File: config.mk
export PLATFORM = sky130hd
export DESIGN_NAME = axi_acl_guard
export DESIGN_NICKNAME = d
export VERILOG_FILES = /design/src/rtl/axi_acl_guard.sv
export SDC_FILE = /design/constraint.sdc
export NUM_CORES = 1
export LEC_CHECK = 0
export BUFFER_PORTS_ARGS = -buffer_cell sky130_fd_sc_hd__buf_2
export CAP_MARGIN = 10
export CORE_ASPECT_RATIO = 1.5
export CORE_UTILIZATION = 30
export CTS_CLUSTER_SIZE = 28
export DETAILED_ROUTE_END_ITERATION = 7
export PLACE_DENSITY_LB_ADDON = 0.08
export SYNTH_ARGS = -nofsm -noshare
export SYNTH_HDL_FRONTEND = slang
export SYNTH_SLANG_ARGS = --single-unit
File: constraint.sdc
create_clock -name clk -period 5.3 [get_ports clk]
set_clock_uncertainty 0.05 [all_clocks]
set_input_delay 0.795 -clock clk [delete_from_list [all_inputs] [get_ports clk]]
set_output_delay 0.795 -clock clk [all_outputs]
set_load 0.01 [all_outputs]
File: src/rtl/axi_acl_guard.sv
module axi_acl_guard #(
  parameter int ADDR_W = 32,
  parameter int ID_W = 4,
  parameter int DATA_W = 32,
  parameter int LEN_W = 8,
  parameter int N_ENT = 8,
  parameter int CNT_W = 16,
  parameter int OUT_W = 4,
  parameter bit RD_MISS_PASS = 1'b0,
  parameter bit WR_MISS_PASS = 1'b0,
  localparam int IDX_W = (N_ENT > 1) ? $clog2(N_ENT) : 1
) (
  input  logic              clk,
  input  logic              rst_n,
  input  logic              cfg_we,
  input  logic [IDX_W-1:0]  cfg_idx,
  input  logic              cfg_en,
  input  logic [ADDR_W-1:0] cfg_base,
  input  logic [ADDR_W-1:0] cfg_mask,
  input  logic [ID_W-1:0]   cfg_id,
  input  logic              cfg_rd_pass,
  input  logic              cfg_wr_pass,
  input  logic              cfg_miss_we,
  input  logic              cfg_miss_rd,
  input  logic              cfg_miss_wr,
  input  logic              s_arvalid,
  output logic              s_arready,
  input  logic [ADDR_W-1:0] s_araddr,
  input  logic [ID_W-1:0]   s_arid,
  input  logic [LEN_W-1:0]  s_arlen,
  output logic              s_rvalid,
  input  logic              s_rready,
  output logic [DATA_W-1:0] s_rdata,
  output logic [ID_W-1:0]   s_rid,
  output logic [1:0]        s_rresp,
  output logic              s_rlast,
  input  logic              s_awvalid,
  output logic              s_awready,
  input  logic [ADDR_W-1:0] s_awaddr,
  input  logic [ID_W-1:0]   s_awid,
  input  logic [LEN_W-1:0]  s_awlen,
  input  logic              s_wvalid,
  output logic              s_wready,
  input  logic [DATA_W-1:0] s_wdata,
  input  logic              s_wlast,
  output logic              s_bvalid,
  input  logic              s_bready,
  output logic [ID_W-1:0]   s_bid,
  output logic [1:0]        s_bresp,
  output logic              m_arvalid,
  input  logic              m_arready,
  output logic [ADDR_W-1:0] m_araddr,
  output logic [ID_W-1:0]   m_arid,
  output logic [LEN_W-1:0]  m_arlen,
  input  logic              m_rvalid,
  output logic              m_rready,
  input  logic [DATA_W-1:0] m_rdata,
  input  logic [ID_W-1:0]   m_rid,
  input  logic [1:0]        m_rresp,
  input  logic              m_rlast,
  output logic              m_awvalid,
  input  logic              m_awready,
  output logic [ADDR_W-1:0] m_awaddr,
  output logic [ID_W-1:0]   m_awid,
  output logic [LEN_W-1:0]  m_awlen,
  output logic              m_wvalid,
  input  logic              m_wready,
  output logic [DATA_W-1:0] m_wdata,
  output logic              m_wlast,
  input  logic              m_bvalid,
  output logic              m_bready,
  input  logic [ID_W-1:0]   m_bid,
  input  logic [1:0]        m_bresp,
  input  logic              deny_clr,
  output logic              deny_vld,
  output logic [ADDR_W-1:0] deny_addr,
  output logic              deny_wr,
  output logic [CNT_W-1:0]  deny_cnt,
  output logic              deny_irq
);
  localparam logic [1:0] SLVERR = 2'b10;
  localparam logic [DATA_W-1:0] POISON = {(DATA_W/32){32'hDEADBEEF}};

  typedef enum logic [1:0] {W_IDLE, W_DRAIN, W_RESP} wst_t;

  logic [N_ENT-1:0]  ent_en, ent_rd, ent_wr;
  logic [ADDR_W-1:0] ent_base [N_ENT];
  logic [ADDR_W-1:0] ent_mask [N_ENT];
  logic [ID_W-1:0]   ent_id   [N_ENT];
  logic              miss_rd, miss_wr;

  always_ff @(posedge clk or negedge rst_n) begin
    if (!rst_n) begin
      ent_en <= '0;
      ent_rd <= '0;
      ent_wr <= '0;
      for (int i = 0; i < N_ENT; i++) begin
        ent_base[i] <= '0;
        ent_mask[i] <= '0;
        ent_id[i]   <= '0;
      end
      miss_rd <= RD_MISS_PASS;
      miss_wr <= WR_MISS_PASS;
    end else begin
      for (int i = 0; i < N_ENT; i++) begin
        if (cfg_we && cfg_idx == IDX_W'(i)) begin
          ent_en[i]   <= cfg_en;
          ent_rd[i]   <= cfg_rd_pass;
          ent_wr[i]   <= cfg_wr_pass;
          ent_base[i] <= cfg_base;
          ent_mask[i] <= cfg_mask;
          ent_id[i]   <= cfg_id;
        end
      end
      if (cfg_miss_we) begin
        miss_rd <= cfg_miss_rd;
        miss_wr <= cfg_miss_wr;
      end
    end
  end

  logic [N_ENT-1:0] ar_hit, aw_hit;
  for (genvar g = 0; g < N_ENT; g++) begin : g_match
    assign ar_hit[g] = ent_en[g] && (((s_araddr ^ ent_base[g]) & ent_mask[g]) == '0)
                       && (s_arid == ent_id[g]);
    assign aw_hit[g] = ent_en[g] && (((s_awaddr ^ ent_base[g]) & ent_mask[g]) == '0)
                       && (s_awid == ent_id[g]);
  end

  logic ar_ok, aw_ok;
  always_comb begin
    ar_ok = miss_rd;
    aw_ok = miss_wr;
    for (int i = N_ENT - 1; i >= 0; i--) begin
      if (ar_hit[i]) ar_ok = ent_rd[i];
      if (aw_hit[i]) aw_ok = ent_wr[i];
    end
  end

  // read side
  logic             rd_busy;
  logic [ID_W-1:0]  rd_id;
  logic [LEN_W-1:0] rd_len, rd_beat;
  logic [OUT_W-1:0] rd_out;
  logic             ar_deny;

  assign m_arvalid = s_arvalid && ar_ok && !rd_busy && !(&rd_out);
  assign s_arready = rd_busy ? 1'b0 : (ar_ok ? (m_arready && !(&rd_out)) : (rd_out == '0));
  assign ar_deny   = s_arvalid && s_arready && !ar_ok;
  assign m_araddr  = s_araddr;
  assign m_arid    = s_arid;
  assign m_arlen   = s_arlen;

  assign s_rvalid = rd_busy ? 1'b1 : m_rvalid;
  assign s_rdata  = rd_busy ? POISON : m_rdata;
  assign s_rid    = rd_busy ? rd_id : m_rid;
  assign s_rresp  = rd_busy ? SLVERR : m_rresp;
  assign s_rlast  = rd_busy ? (rd_beat == rd_len) : m_rlast;
  assign m_rready = !rd_busy && s_rready;

  always_ff @(posedge clk or negedge rst_n) begin
    if (!rst_n) begin
      rd_busy <= 1'b0;
      rd_id   <= '0;
      rd_len  <= '0;
      rd_beat <= '0;
      rd_out  <= '0;
    end else begin
      if (ar_deny) begin
        rd_busy <= 1'b1;
        rd_id   <= s_arid;
        rd_len  <= s_arlen;
        rd_beat <= '0;
      end else if (rd_busy && s_rready) begin
        if (rd_beat == rd_len) rd_busy <= 1'b0;
        else rd_beat <= rd_beat + 1'b1;
      end
      case ({m_arvalid && m_arready, m_rvalid && m_rready && m_rlast})
        2'b10: rd_out <= rd_out + 1'b1;
        2'b01: rd_out <= rd_out - 1'b1;
        default: ;
      endcase
    end
  end

  // write side
  wst_t             wst;
  logic [ID_W-1:0]  wr_id;
  logic [OUT_W-1:0] wr_out;
  logic             aw_deny;

  assign m_awvalid = s_awvalid && aw_ok && (wst == W_IDLE) && !(&wr_out);
  assign s_awready = (wst != W_IDLE) ? 1'b0 :
                     (aw_ok ? (m_awready && !(&wr_out)) : (wr_out == '0));
  assign aw_deny   = s_awvalid && s_awready && !aw_ok;
  assign m_awaddr  = s_awaddr;
  assign m_awid    = s_awid;
  assign m_awlen   = s_awlen;

  assign m_wvalid = s_wvalid && (wst == W_IDLE);
  assign s_wready = (wst == W_DRAIN) ? 1'b1 : ((wst == W_IDLE) && m_wready);
  assign m_wdata  = s_wdata;
  assign m_wlast  = s_wlast;

  assign s_bvalid = (wst == W_RESP) ? 1'b1 : m_bvalid;
  assign s_bid    = (wst == W_RESP) ? wr_id : m_bid;
  assign s_bresp  = (wst == W_RESP) ? SLVERR : m_bresp;
  assign m_bready = (wst != W_RESP) && s_bready;

  always_ff @(posedge clk or negedge rst_n) begin
    if (!rst_n) begin
      wst    <= W_IDLE;
      wr_id  <= '0;
      wr_out <= '0;
    end else begin
      case (wst)
        W_IDLE:  if (aw_deny) begin wst <= W_DRAIN; wr_id <= s_awid; end
        W_DRAIN: if (s_wvalid && s_wlast) wst <= W_RESP;
        W_RESP:  if (s_bready) wst <= W_IDLE;
        default: wst <= W_IDLE;
      endcase
      case ({m_awvalid && m_awready, m_bvalid && m_bready})
        2'b10: wr_out <= wr_out + 1'b1;
        2'b01: wr_out <= wr_out - 1'b1;
        default: ;
      endcase
    end
  end

  // denial bookkeeping
  logic [CNT_W:0] cnt_sum;
  assign cnt_sum = {1'b0, deny_cnt} + (CNT_W+1)'(ar_deny) + (CNT_W+1)'(aw_deny);

  always_ff @(posedge clk or negedge rst_n) begin
    if (!rst_n) begin
      deny_vld  <= 1'b0;
      deny_addr <= '0;
      deny_wr   <= 1'b0;
      deny_cnt  <= '0;
      deny_irq  <= 1'b0;
    end else begin
      deny_irq <= ar_deny || aw_deny;
      deny_cnt <= cnt_sum[CNT_W] ? '1 : cnt_sum[CNT_W-1:0];
      if (deny_clr) deny_vld <= 1'b0;
      if ((ar_deny || aw_deny) && (!deny_vld || deny_clr)) begin
        deny_vld  <= 1'b1;
        deny_addr <= ar_deny ? s_araddr : s_awaddr;
        deny_wr   <= !ar_deny;
      end
    end
  end
endmodule


==> results of run 1 <==
## through the flow
| stage | setup TNS, ns | setup slack [ns] |
|---|---|---|
| floorplan | 0 | 0.0863 |
| global placement | -4.39 | -0.343 |
| detailed placement | -3.77 | -0.296 |
| CTS | 0 | 0.0190 |
| global route | 0 | 0.0302 |
| finish | 0 | 0.0919 |
## Yosys cell counts, types with 20 or more instances
cell type / instances / area (sq um)
a22oi_1: 211 / 1580
nor3_1: 38 / 190
nor2_1: 29 / 109
mux2_4: 23 / 345
nand4_1: 85 / 532
inv_1: 21 / 78.8
dfrtp_1: 656 / 16400
buf_4: 133 / 998
buf_2: 58 / 290
xor2_1: 586 / 5130
mux2_2: 628 / 7070
a211oi_1: 20 / 150
nand3_1: 22 / 110
or2_2: 27 / 169
clkbuf_1: 71 / 267
nand2_1: 92 / 345
## logic make-up after synthesis
logic type / after synthesis / share of synthesized area, %
AO/OA/AOI/OAI: 315 / 6.81
multiplexers: 661 / 21.2
XOR/XNOR: 604 / 14.9
adder cells (fa/ha/maj): 11 / 0.430
AND/OR/NAND/NOR: 369 / 5.54
flip-flops: 656 / 46.2
buffers and inverters: 294 / 4.89
## how the worst min path moves through the flow
stage	startpoint	to	slack, ns
final	rst_n	deny_addr[27]$_DFFE_PN0P_	0.14
after global routing	rst_n	deny_addr[27]$_DFFE_PN0P_	0.17
after CTS	rst_n	deny_addr[26]$_DFFE_PN0P_	0.15
after detailed placement	deny_addr[2]$_DFFE_PN0P_	deny_addr[2]$_DFFE_PN0P_	0.43
after global placement	deny_addr[2]$_DFFE_PN0P_	deny_addr[2]$_DFFE_PN0P_	0.42
after floorplan	rd_out[3]$_DFFE_PN0P_	rd_out[3]$_DFFE_PN0P_	0.40
## where the power goes
group | total (mW) | internal, mW | switching [mW]
combinational | 6.61 | 2.82 | 3.79
sequential | 7.77 | 6.23 | 1.54
clock | 5.72 | 3.33 | 2.39
total | 20.1 | 12.4 | 7.72
## per-layer routing
| layer | vias to the layer above | track usage [%] | wire (um) |
|---|---|---|---|
| li1 | 11300 | - | - |
| met1 | 14100 | 35.6 | 72400 |
| met2 | 1074 | 57.1 | 98900 |
| met3 | 369 | 4.05 | 7650 |
| met4 | 2 | 23.5 | 16400 |
| met5 | - | 0 | 12 |
## flip-flops by register name, summed over array words and instances (netlist names)
signal     flops
miss_wr        1
rd_out         4
miss_rd        1
ent_base     256
wr_out         4
deny_addr     32
ent_wr         8
wr_id          4
rd_id          4
rd_busy        1
ent_en         8
rd_len         8
deny_vld       1
ent_mask     256
rd_beat        8
deny_wr        1
deny_irq       1
deny_cnt      16
wst            2
ent_id        32
ent_rd         8
## critical path, cell delays in order
cell and delay, ns:
buf_2 0.33, xor2_1 0.25, a22oi_1 0.42, buf_4 0.23
nand4_1 0.20, buf_4 0.21, nor3_1 0.40, o2111a_1 0.28
o31a_1 0.14, o31ai_2 0.09, and2_1 0.21, buf_4 0.15
a211o_1 0.26, a21oi_1 0.19, buf_2 0.17
## cell type report
class / count / area, sq um / area share (%)
Clock buffer: 114 / 2360 / 5.50
Tap cell: 1560 / 1950 / 4.54
Multi-Input combinational cell: 1960 / 17400 / 40.5
Clock inverter: 24 / 274 / 0.638
Antenna cell: 1 / 2.50 / 0.00582
Inverter: 22 / 82.6 / 0.192
Timing Repair Buffer: 702 / 4500 / 10.5
Sequential cell: 656 / 16400 / 38.2
## what timing repair did
action | CTS | global route
setup buffers | 0 | 0
setup endpoints to repair | 1 | 0
resized for setup | 2 | 0
==> impl_metrics.py, run 1 <==
metrics = {
    "synthesis": {
        "syn_nets": 3178,
        "synth.avg_cell_area_sq_um": 12.2,
        "synthDistinctLibCells": 63,
        "synth_cells": 2910,
        "async_reset_ff_share_pct": 100,
        "ys.flop_type": "dfrtp_1",
        "ys_ff_latch": 656,
        "syn_area_sq_mm": 0.0355,
        "synth_edf_count": 0,
        "ys.warnings.count": 0,
        "ys_seq_area_share_pct": 46.2,
    },
    "clock_network": {
        "clk_pin_slew_ns": 0.06,
        "clockBufferDepth": 3,
        "ctsRootBufferMaster": "clkbuf_16",
        "hold_buffers": 0,
        "cts_tree": "done",
        "cts_buffers": 78,
        "cts_sinks": 656,
        "clk_latency_ns": 0.69,
        "h-tree-depth": 3,
    },
    "die": {
        "die_w_um": 283,
        "floorplan.initialDensity_pct": 30.3,
        "fp.coreArea_sq_mm": 0.117,
        "num_rows": 154,
        "die-area_sq_mm": 0.120,
        "ios": 484,
        "die_h_um": 423,
    },
    "drt": {
        "vias": 26800,
        "routed_wl_um": 195000,
        "firstDrtPassIters": 6,
        "ant_nets": 0,
        "wire_per_inst_um": 38.8,
        "drc_errors": 0,
        "vias_per_cell": 5.32,
        "drtIter0Drc": 1981,
    },
    "power": {
        "power_leakage_nw": 19.4,
        "power_mw": 20.1,
        "irDropWorstVdd_mv": 0.250,
        "powerDensity_mw_per_mm2": 468,
    },
    "worst_setup_path": {
        "worstPathArrival_ns": 4.36,
        "crit_path_end_kind": "output port",
        "crit_fanout": 7,
        "crit_end": "s_arready",
        "r2r.worst_path.cells": 22,
        "startpoint": "s_araddr[1]",
        "worstReg2RegEnd": "deny_cnt[9]$_DFF_PN0_",
        "cp_data_required_time_ns": 4.45,
        "critPathKind": "input port to output port",
        "worstSetupStartpointType": "input port",
        "ff2ff_setup_slack_ns": 0.47,
        "rr_startpoint": "ent_base[186]$_DFFE_PN0P_",
    },
    "timing": {
        "rsz0062_at_grt": "no",
        "report.final.setup_viol": 0,
        "fmax_mhz": 192,
        "hold_violations": 0,
        "worstMarginPinSlew_ns": 1.21,
        "period_share_pct": 98.3,
        "maxSlewHeadroom_pct": 19.1,
        "period_minus_slack_ns": 5.21,
        "slew_viol_final": 0,
        "finalHoldWorstSlack_ns": 0.139,
    },
    "hold_path": {
        "hold_class": "input port to asynchronous set/reset pin",
    },
    "finish": {
        "final_cell_area_sq_mm": 0.0430,
        "final_nets": 3688,
        "layout_commonest_cell": "dfrtp_1",
        "drive_gt1_share_pct": 43.6,
        "layout_common_cells": "dfrtp_1, mux2_2, xor2_1",
        "post-route-util_pct": 36.6,
        "fin_cells": 5039,
        "area_delta_synth_final_pct": 21.0,
        "fillCellCount": 11700,
    },
    "grt": {
        "antenna_found_initial": 13,
        "grt_overflow": 0,
        "grt_pass1_wl_um": 259000,
        "grt_pass1_vias": 28000,
        "grt_usage_pct": 32.3,
        "grt_start_max_net_pins": 105,
    },
    "outcome": {
        "status": "complete, no violations",
    },
    "place": {
        "io_buffer_count": 403,
        "place.gp.congestion": 0.999,
        "placed_cells_incl_taps": 4900,
        "dpl.hpwl_um": 154000,
        "placed_area_sq_mm": 0.0403,
    },
    "run": {
        "maxCapViolCount": 0,
    },
}
No activity file was read; power rests on OpenSTA's default activity.
==> run 2, diff against run 1 <==
- ABC_AREA: unset -> 1
- CORE_UTILIZATION: 30 -> 45
- clock period: 5.3 -> 5.9 ns (I/O delays scaled with it)
==> impl_metrics.py, run 2 <==
metrics = {
    "outcome": {
        "status": "complete, no violations",
    },
    "power": {
        "power_leakage_nw": 20.6,
        "powerDensity_mw_per_mm2": 377,
        "power_mw": 15.2,
        "irDropWorstVdd_mv": 0.271,
    },
    "synthesis": {
        "syn_area_sq_mm": 0.0360,
        "synth_top_area_share_pct": 45.6,
        "ys.flop_type": "dfrtp_1",
        "async_reset_ff_share_pct": 100,
        "ys.warnings.count": 0,
        "synthTopCellsByArea": "dfrtp_1, nand2_1, o21ai_0, nand3_1, inv_1",
        "synth_edf_count": 0,
        "syn_nets": 5277,
        "ys_top_cells_by_count": "nand2_1, dfrtp_1, o21ai_0, nand3_1, inv_1",
        "ys_seq_area_share_pct": 45.6,
        "yosysMostFrequentCell": "nand2_1",
        "synth_cells": 5009,
        "ys_ff_latch": 656,
        "synth_top_area_cell": "dfrtp_1",
        "synthDistinctLibCells": 46,
        "synth.avg_cell_area_sq_um": 7.19,
    },
    "clock_network": {
        "cts_sinks": 656,
        "hold_buffers": 0,
        "clk_latency_ns": 0.65,
        "cts_resized": 0,
        "cts_tree": "done",
        "clk_pin_slew_ns": 0.06,
        "ctsRootBufferMaster": "clkbuf_16",
        "h-tree-depth": 3,
        "clockBufferDepth": 3,
        "postCtsSetupRepairBufs": 0,
        "cts_buffers": 70,
    },
    "drt": {
        "drc_errors": 0,
        "drtIter0Drc": 2928,
        "ant_nets": 0,
        "routed_wl_um": 135000,
        "vias_per_cell": 5.41,
        "vias": 34000,
        "wire_per_inst_um": 21.4,
        "firstDrtPassIters": 6,
    },
    "worst_setup_path": {
        "r2r.worst_path.cells": 33,
        "crit_path_end_kind": "flop",
        "ff2ff_setup_slack_ns": 1.11,
        "startpoint": "s_awaddr[25]",
        "worstReg2RegEnd": "deny_cnt[14]$_DFF_PN0_",
        "crit_fanout": 11,
        "worstSetupStartpointType": "input port",
        "worstPathArrival_ns": 5.45,
        "crit_top_cell": "nand2_1",
        "critPathKind": "input port to flop",
        "crit_end": "deny_cnt[14]$_DFF_PN0_",
        "crit_path_top_delay_cell": "nor3_1",
        "rr_startpoint": "ent_base[159]$_DFFE_PN0P_",
        "cp_data_required_time_ns": 6.42,
        "max_stage_delay_ns": 0.56,
    },
    "finish": {
        "final_nets": 5468,
        "reg_top3": "ent_base (256), ent_mask (256)",
        "layout_commonest_cell": "nand2_1",
        "drive_gt1_share_pct": 12.6,
        "layout_common_cells": "nand2_1, dfrtp_1, o21ai_0",
        "area_delta_synth_final_pct": 12.0,
    },
    "grt": {
        "grt_pass1_wl_um": 200000,
        "grt_usage_pct": 33.3,
        "grt_overflow": 0,
        "grt_pass1_vias": 31600,
        "antenna_found_initial": 1,
        "grt_start_max_net_pins": 143,
    },
    "place": {
        "dpl.hpwl_um": 99000,
        "io_buffer_count": 403,
        "place.gp.congestion": 0.978,
    },
    "die": {
        "die_h_um": 349,
        "num_rows": 126,
        "ios": 484,
        "floorplan.initialDensity_pct": 45.6,
        "die_w_um": 233,
        "die-area_sq_mm": 0.0812,
        "fp.coreArea_sq_mm": 0.0790,
    },
    "timing": {
        "timing.setup.tns_ns": 0,
        "rsz0062_at_grt": "no",
        "period_share_pct": 83.6,
        "period_minus_slack_ns": 4.93,
        "fmax_mhz": 203,
        "worstMarginPinSlew_ns": 1.16,
        "hold_violations": 0,
        "maxSlewHeadroom_pct": 22.4,
        "report.final.setup_viol": 0,
        "slew_viol_final": 0,
    },
    "hold_path": {
        "hold_class": "input port to asynchronous set/reset pin",
    },
    "run": {
        "maxCapViolCount": 0,
    },
}
run 2: cell types whose count changed after synthesis, moves of 23 or more:
cell and change:
a21oi_1 +92, a22oi_1 -211, clkbuf_1 +57, inv_1 +400
inv_2 +33, mux2_2 -627, mux2_4 -23, nand2_1 +1715
nand3_1 +431, nor2_1 +187, o21ai_0 +628, o21ai_1 +33
xor2_1 -552
run 2: logic make-up after synthesis:
family / share of synthesized area (%)
mux: 0.0312
buf+inv: 10.2
flops: 45.6
fa+ha+maj: 0.424
compound gates: 11.9
simple gates: 30.7
xor+xnor: 1.12
run 2: worst min path at each step:
stage / startpoint / end / slack (ns) / depth (start not counted)
final: rst_n / deny_addr[30]$_DFFE_PN0P_ / 0.17 / 1
after global routing: rst_n / deny_addr[30]$_DFFE_PN0P_ / 0.22 / 1
after CTS: rst_n / deny_addr[30]$_DFFE_PN0P_ / 0.20 / 1
after detailed placement: deny_addr[15]$_DFFE_PN0P_ / deny_addr[15]$_DFFE_PN0P_ / 0.41 / 2
after global placement: deny_addr[27]$_DFFE_PN0P_ / deny_addr[27]$_DFFE_PN0P_ / 0.41 / 2
after floorplan: ent_rd[6]$_DFFE_PN0P_ / ent_rd[6]$_DFFE_PN0P_ / 0.40 / 2
run 2: layout make-up:
type | instances | area (sq um)
inverters | 459 | 1720
flip-flops and latches | 656 | 16400
repair buffers | 455 | 2490
diodes | 1 | 2.50
multi-input cells | 3558 | 16000
clock buffers | 102 | 2090
well taps | 1024 | 1280
clock inverters | 28 | 343
fillers | 7993 | 38600
run 2: per-stage QoR:
stage / setup slack [ns] / hold slack [ns] / std cells / utilization (%) / area [sq um]
detailed placement: 0.503 / 0.412 / 6152 / 48.0 / 37900
CTS: 1.14 / 0.203 / 6282 / 51.1 / 40400
global route: 0.750 / 0.217 / 6282 / 51.1 / 40400
global placement: 0.492 / 0.410 / 6152 / 48.0 / 37900
finish: 0.968 / 0.168 / 6283 / 51.1 / 40400
floorplan: 1.45 / 0.396 / 5009 / - / 36000
run 2: critical path: cells and delay by family:
kind | cells | cell delay [ns]
xor gates and xnor gates | 2 | 0.33
adders and majority gates | 2 | 0.36
buffers and inverters | 8 | 0.72
and+or+nand+nor | 22 | 3.16
run 2: power by group:
part	total [mW]	internal [mW]	switching [mW]
Combinational	4.12	1.42	2.70
Clock	4.76	2.78	1.98
Sequential	6.36	5.46	0.896
Total	15.2	9.66	5.57
run 2: layer usage:
metal  vias up  routed length, um  track usage (%)
met5         -                 13                0
met4         2               8690             19.8
met3       264               7460             3.88
met2      1157              65100             56.4
met1     16200              53500             40.5
li1      16400                  -                -
==> run 3, diff against run 2 <==
- ABC_AREA: 1 -> 0
- clock period: 5.9 -> 4.99 ns (I/O delays scaled with it)
==> impl_metrics.py, run 3 (synthesis results as in run 1) <==
metrics = {
    "outcome": {
        "status": "complete, no violations",
    },
    "worst_setup_path": {
        "critPathBufInv": 4,
        "worstSetupStartpointType": "input port",
        "worstPathArrival_ns": 4.18,
        "crit_path_top_delay_cell": "a222oi_1",
        "crit_path_end_kind": "output port",
        "crit_fanout": 6,
        "critPathKind": "input port to output port",
        "cp_top_family": "compound AO/OA/AOI/OAI gates",
        "max_stage_delay_ns": 0.69,
        "cp_cell_sequence": "buf_2, xor2_1, a222oi_1, nand4_1, buf_4, or3_1, a211oi_1, o31ai_2, and2_2, buf_4, a211o_1, a21oi_1, buf_2",
        "cp_data_required_time_ns": 4.19,
    },
    "power": {
        "power_mw": 20.8,
        "irDropWorstVdd_mv": 0.324,
        "power_leakage_nw": 19.8,
        "powerDensity_mw_per_mm2": 484,
    },
    "drt": {
        "vias_per_cell": 6.24,
        "firstDrtPassIters": 5,
        "routed_wl_um": 180000,
        "wire_per_inst_um": 39.4,
        "vias": 28600,
        "drtIter0Drc": 2638,
        "drc_errors": 0,
        "ant_nets": 0,
    },
    "finish": {
        "final_cell_area_sq_mm": 0.0429,
        "seq_area_sq_mm": 0.0164,
        "area_delta_synth_final_pct": 20.8,
        "layout_commonest_cell": "dfrtp_1",
        "post-route-util_pct": 55.2,
        "drive_gt1_share_pct": 44.9,
        "final_nets": 3772,
        "reg_top3": "ent_base (256), ent_mask (256)",
        "multi_input_area_sq_mm": 0.0174,
        "fillCellCount": 6772,
        "layout_common_cells": "dfrtp_1, mux2_2, xor2_1",
    },
    "die": {
        "fp.coreArea_sq_mm": 0.0777,
        "die-area_sq_mm": 0.0801,
        "num_rows": 125,
        "ios": 484,
        "die_w_um": 231,
        "die_h_um": 346,
        "floorplan.initialDensity_pct": 45.7,
    },
    "timing": {
        "hold_violations": 0,
        "fmax_mhz": 201,
        "maxSlewHeadroom_pct": 30.0,
        "rsz0062_at_grt": "no",
        "report.final.setup_viol": 0,
        "layout_setup_ws_ns": 0.0155,
        "worstMarginPinSlew_ns": 1.05,
        "period_share_pct": 99.7,
        "slew_viol_final": 0,
        "finalHoldWorstSlack_ns": 0.0544,
        "period_minus_slack_ns": 4.97,
    },
    "grt": {
        "grt_usage_pct": 44.9,
        "grt_overflow": 0,
        "grt_pass1_vias": 29100,
        "antenna_found_initial": 18,
        "grt_start_max_net_pins": 124,
        "grt_pass1_wl_um": 242000,
    },
    "place": {
        "dpl_worst_slack_ns": -0.514,
        "place.gp.congestion": 1.07,
        "dpl.hpwl_um": 142000,
        "io_buffer_count": 403,
        "placed_area_sq_mm": 0.0405,
    },
    "clock_network": {
        "clockBufferDepth": 3,
        "h-tree-depth": 3,
        "cts_tree": "done",
        "clk_pin_slew_ns": 0.05,
        "ctsRootBufferMaster": "clkbuf_16",
        "clk_latency_ns": 0.65,
        "hold_buffers": 0,
        "cts_buffers": 69,
        "cts_sinks": 656,
    },
    "hold_path": {
        "hold_class": "input port to asynchronous set/reset pin",
    },
    "run": {
        "maxCapViolCount": 0,
    },
}
## run 3: per-layer routing
layer	share of wire (%)	wire, um	global-route usage [%]	vias to the layer above
met5	0.047	85	0	-
met4	12	21100	43.7	12
met3	7.0	12600	7.49	640
met2	47	84500	72.3	1725
met1	34	62200	49.6	14700
li1	-	-	-	11500
## run 3: path summary, 6_finish.rpt
kind / cells past startpoint / to / startpoint / slack, ns
min in group clk: 2 / wst[1]$_DFFE_PN0P_ / s_bready / 0.29
hold reg to reg: 1 / deny_addr[5]$_DFFE_PN0P_ / deny_addr[5]$_DFFE_PN0P_ / 0.44
hold / removal: 1 / deny_addr[22]$_DFFE_PN0P_ / rst_n / 0.05
max in group asynchronous: 2 / ent_base[64]$_DFFE_PN0P_ / rst_n / 3.39
setup reg to reg: 20 / deny_cnt[1]$_DFF_PN0_ / ent_id[8]$_DFFE_PN0P_ / 0.15
setup / recovery: 13 / s_arready / s_araddr[28] / 0.02
## run 3: layout make-up
type	count	area share (%)
multi-input combinational	1960	40.6
sequential	656	38.3
timing repair buffer	795	12.5
clock buffer	97	4.75
tap	1016	2.96
clock inverter	22	0.622
inverter	22	0.196
antenna	9	0.0525
## run 3: through the flow
step           instances  TNS [ns]
3_3_place_gp        4448     -8.27
5_1_grt             4569         0
3_5_place_dp        4448     -9.16
4_1_cts             4567         0
2_1_floorplan       2910         0
6_report            4577         0
## run 3: where the power goes
part	switching [mW]	total (mW)	internal, mW
Sequential	1.61	8.22	6.61
Clock	2.34	5.45	3.11
Combinational	3.95	7.09	3.14
Total	7.90	20.8	12.9
## run 3: timing repair
action	in CTS	in global routing
pin swaps	0	1
endpoints found under the setup margin	2	17
buffers inserted	0	1
resized for setup	2	5
